**config.mk**
```make
export PLATFORM = sky130hd
export DESIGN_NAME = led_cmd_serializer
export DESIGN_NICKNAME = d
export VERILOG_FILES = /design/src/rtl/led_cmd_serializer.sv
export SDC_FILE = /design/constraint.sdc
export NUM_CORES = 1
export LEC_CHECK = 0
export BUFFER_PORTS_ARGS = -buffer_cell sky130_fd_sc_hd__buf_2
export CORE_ASPECT_RATIO = 0.9
export CORE_UTILIZATION = 40
export CTS_CLUSTER_SIZE = 25
export DETAILED_ROUTE_END_ITERATION = 10
export PLACE_DENSITY = 0.72
export SLEW_MARGIN = 10
export SYNTH_ARGS = -nofsm -noshare
export SYNTH_HDL_FRONTEND = slang
export SYNTH_SLANG_ARGS = --single-unit
```
**constraint.sdc**
```tcl
create_clock -name clk -period 2.6 [get_ports clk]
set_clock_uncertainty 0.15 [all_clocks]
set_input_delay 0.39 -clock clk [delete_from_list [all_inputs] [get_ports clk]]
set_output_delay 0.39 -clock clk [all_outputs]
set_load 0.05 [all_outputs]
```
**src/rtl/led_cmd_serializer.sv**
```systemverilog
module led_cmd_serializer #(
  parameter int WORD_W   = 48,
  parameter int HALF_DIV = 2
) (
  input  logic              clk,
  input  logic              rst_n,
  input  logic              cmd_valid,
  input  logic [2:0]        cmd_op,
  input  logic [WORD_W-1:0] fc1_word,
  input  logic [WORD_W-1:0] fc2_word,
  input  logic [WORD_W-1:0] fc3_word,
  input  logic [WORD_W-1:0] fc4_word,
  input  logic [WORD_W-1:0] gs_word,
  output logic              busy,
  output logic              sclk,
  output logic              sin,
  output logic              lat
);
  localparam int CW = $clog2(WORD_W + 1);
  localparam int DW = $clog2(2 * HALF_DIV + 1);

  typedef enum logic [1:0] {S_IDLE, S_LEAD, S_LOW, S_HIGH} state_t;

  state_t            state_q;
  logic [DW-1:0]     div_q;
  logic [CW-1:0]     edges_q, win_q;
  logic [WORD_W-1:0] shreg_q;

  logic [WORD_W-1:0] ld_word;
  logic [CW-1:0]     ld_edges, ld_win;

  always_comb begin
    ld_word  = '0;
    ld_edges = CW'(WORD_W);
    ld_win   = CW'(1);
    case (cmd_op)
      3'd0: begin ld_edges = CW'(15); ld_win = CW'(15); end
      3'd1: begin ld_word = fc1_word; ld_win = CW'(5);  end
      3'd2: begin ld_word = fc2_word; ld_win = CW'(7);  end
      3'd3: begin ld_word = fc3_word; ld_win = CW'(9);  end
      3'd4: begin ld_word = fc4_word; ld_win = CW'(11); end
      3'd5: begin ld_word = gs_word;  ld_win = CW'(1);  end
      3'd6: begin ld_edges = CW'(3); ld_win = CW'(3); end
      default: ;
    endcase
  end

  wire accept   = cmd_valid && (cmd_op != 3'd7) && (state_q == S_IDLE);
  wire div_done = (state_q == S_LEAD) ? (div_q == DW'(2 * HALF_DIV - 1))
                                      : (div_q == DW'(HALF_DIV - 1));
  wire [CW-1:0] edges_dec = edges_q - CW'(1);

  always_ff @(posedge clk) begin
    if (!rst_n) begin
      state_q <= S_IDLE;
      div_q   <= '0;
      edges_q <= '0;
      win_q   <= '0;
      shreg_q <= '0;
      busy    <= 1'b0;
      sclk    <= 1'b0;
      sin     <= 1'b0;
      lat     <= 1'b0;
    end else begin
      case (state_q)
        S_IDLE: if (accept) begin
          shreg_q <= ld_word;
          edges_q <= ld_edges;
          win_q   <= ld_win;
          div_q   <= '0;
          busy    <= 1'b1;
          state_q <= S_LEAD;
        end
        S_LEAD: if (div_done) begin
          div_q   <= '0;
          sin     <= shreg_q[WORD_W-1];
          shreg_q <= shreg_q << 1;
          lat     <= (edges_q <= win_q);
          state_q <= S_LOW;
        end else div_q <= div_q + DW'(1);
        S_LOW: if (div_done) begin
          div_q   <= '0;
          sclk    <= 1'b1;
          state_q <= S_HIGH;
        end else div_q <= div_q + DW'(1);
        S_HIGH: if (div_done) begin
          div_q <= '0;
          sclk  <= 1'b0;
          if (edges_q == CW'(1)) begin
            edges_q <= '0;
            busy    <= 1'b0;
            lat     <= 1'b0;
            sin     <= 1'b0;
            state_q <= S_IDLE;
          end else begin
            edges_q <= edges_dec;
            sin     <= shreg_q[WORD_W-1];
            shreg_q <= shreg_q << 1;
            lat     <= (edges_dec <= win_q);
            state_q <= S_LOW;
          end
        end else div_q <= div_q + DW'(1);
        default: state_q <= S_IDLE;
      endcase
    end
  end
endmodule

```
==> results.ini <==
[logic_synthesis]
synth_compound_area_share_pct=41.36
synth_top_family_by_area=compound AO/OA/AOI/OAI gates
synthAdderAreaFrac_pct=2.912
synth_nets=851
synth_xor_area_share_pct=1.086
yosysUniqueCellTypes=47
ys_top_cells_by_count=a21oi_1, a22oi_1, dfxtp_1
synth.most_common_cell=a21oi_1
yosysSeqAreaShare_pct=28.38
syn_area_per_cell_sq_um=7.956
syn_area_sq_um=4726
synth_warnings=0
synth_edf_count=0
postSynthCellCount=594
synth-simple-area-share_pct=7.413
synthTopCellsByArea=dfxtp_1, a21oi_1, a22oi_1, mux2_2, o21ai_0
synth.largest_area_cell=dfxtp_1
synth_top_area_share_pct=28.38
async_flop_share_pct=0
synthFlopType=dfxtp_1
ys_seq_elements=67
synthMuxAreaShare_pct=12.10

[worst_setup_path]
cp-end-kind=register
cp.required_ps=2700
crit_fanout=40
worstSetupPathType=reg -> reg
critPathArrivalTime_ps=2280
critPathLaunchType=register

[timing]
finalCriticalPeriod_ps=2176
finalMaxSlewViolations=0
fmax_mhz=459.5
worstMarginPinSlew_ps=509.6
period_share_pct=83.71
setup_viol=0
hold_viol_final=0
maxSlewHeadroom_pct=65.15
rsz0062_at_grt=false
setup-tns-final_ps=0

[power]
power_uw=3257
leakagePower_uw=0.002694
ir_worst_vdd_mv=0.3281
power.density_nw_per_um2=508.0

[route]
met3_length_um=926
antenna_left=0
drcViolationCount=0
wl_met1_um=6624
drt_iter0_drc=312
wl_per_cell_um=16.02
wl_um=15610
vias=5397
wl_met2_um=7909
dr.pass1.iters=5
vias_per_cell=5.541
highest_layer=met4

[final_layout]
stdcell_area_sq_um=6411
nets=1069
layout-drive-gt1-share_pct=41.49
area_growth_pct=35.66
n_fill_cell=1082

[placement]
place.port_buffers=249
place.gp.congestion=0.8308
dp_hpwl_um=11720
place_area_sq_um=6080

[run_status]
outcome=complete, no violations

[clock_network]
cts.htree.levels=3
post_cts_buffers=0
cts_hold_buf=0
cts_root_buf=clkbuf_16
clk_pin_slew_ps=60
clock_latency_ps=320
cts_resized=0
cts.path.max_buffers=2
cts.sinks=67
cts_tree=yes
numCtsBuffers=9

[global_route]
grt_pass1_wl_um=24380
antenna_found_initial=1
grt_max_degree=59
gr-total-overflow=0
grt_pass1_vias=5358
grt_usage_pct=25.12

[die]
die_w_um=116.6
dieArea_sq_um=12250
ioPinCount=250
core_area_sq_um=11480
initial_core_util_pct=41.16
rows=37
die_y_um=105.1

[flow_run]
cap_violations=0

[hold_path]
hold_path.class=in -> reg

metrics by stage:
step / instances / hold slack, ps / setup slack [ps] / utilization, %
floorplan: 594 / 286.0 / 731.7 / -
global placement: 957 / 294.4 / 358.7 / 52.95
detailed placement: 957 / 293.6 / 328.1 / 52.95
CTS: 973 / 276.8 / 457.1 / 55.82
global route: 974 / 324.5 / 217.3 / 55.84
finish: 974 / 290.2 / 423.6 / 55.84
path summary, 6_finish.rpt:
check                           depth (start not counted)          end        from  slack (ps)
worst max-delay path                                    6  shreg_q[35]  state_q[1]         420
worst min-delay path                                    4          lat       rst_n         290
worst max register to register                          6  shreg_q[35]  state_q[1]         420
worst min register to register                          2          sin         sin         300
sequential cells by signal, summed over array words and instances, names as in the netlist:
name	cells
shreg_q	48
edges_q	6
win_q	4
div_q	3
state_q	2
busy	1
lat	1
sclk	1
sin	1
power breakdown:
part | internal (uW) | switching, uW | leakage (uW)
combinational | 378 | 406 | 0.00198
sequential | 1110 | 46.2 | 0.000552
clock | 890 | 431 | 0.000159
worst max-delay path, cell delays in order, from the launching register on:
cell and delay [ps]:
dfxtp_1 430, nor2_1 290, nand3_1 330, a2bb2oi_4 260, buf_4 340, o21ai_0 150, a21oi_1 150
placed cells by master, fill, tap and decap left out, types with 2 or more instances in the layout:
master | synthesis | routed
buf_2 | 27 | 249
a21oi_1 | 151 | 151
a22oi_1 | 93 | 93
dfxtp_1 | 67 | 66
o21ai_0 | 58 | 58
mux2_2 | 49 | 49
nor2_1 | 18 | 18
nand2_1 | 12 | 12
buf_4 | 7 | 12
ha_1 | 11 | 11
inv_1 | 9 | 9
clkbuf_16 | 0 | 9
nor3_1 | 5 | 5
nand3_1 | 5 | 5
a211oi_1 | 4 | 4
o21a_1 | 4 | 4
buf_12 | 0 | 4
xor2_1 | 3 | 3
nand3b_1 | 3 | 3
nor2b_1 | 3 | 3
and2b_1 | 3 | 2
nor3b_2 | 0 | 2
a32oi_1 | 2 | 2
nand4_1 | 2 | 2
mux2i_1 | 2 | 2
and3_1 | 2 | 2
a21boi_0 | 2 | 2
a41oi_1 | 2 | 2
a31oi_1 | 2 | 2
o32ai_1 | 2 | 2
o211ai_1 | 2 | 2
clkbuf_8 | 0 | 2
bufinv_16 | 0 | 2
final cells by class:
cell class	instances	area, sq um	area share [%]
Tap cell	156	195.2	3.044
Multi-Input combinational cell	460	3092	48.22
Sequential cell	67	1343	20.94
Antenna cell	1	2.502	0.03903
Clock buffer	12	256.5	4.001
Timing Repair Buffer	265	1416	22.09
Inverter	9	33.78	0.5269
Clock inverter	4	72.57	1.132
kinds of logic after synthesis:
family                     after synthesis
DFF                                     67
adders and majority gates               11
muxes                                   51
and+or+nand+nor                         65
buffers and inverters                   67
AOI/OAI and AO/OA                      328
xor gates and xnor gates                 5
metal layers:
metal,global-route usage [%],vias up
li1,-,2714
met1,29.02,2471
met2,46.96,198
met3,3.944,14
met4,6.691,0
met5,0,-
Note: power is estimated with default switching activity, not from simulation.
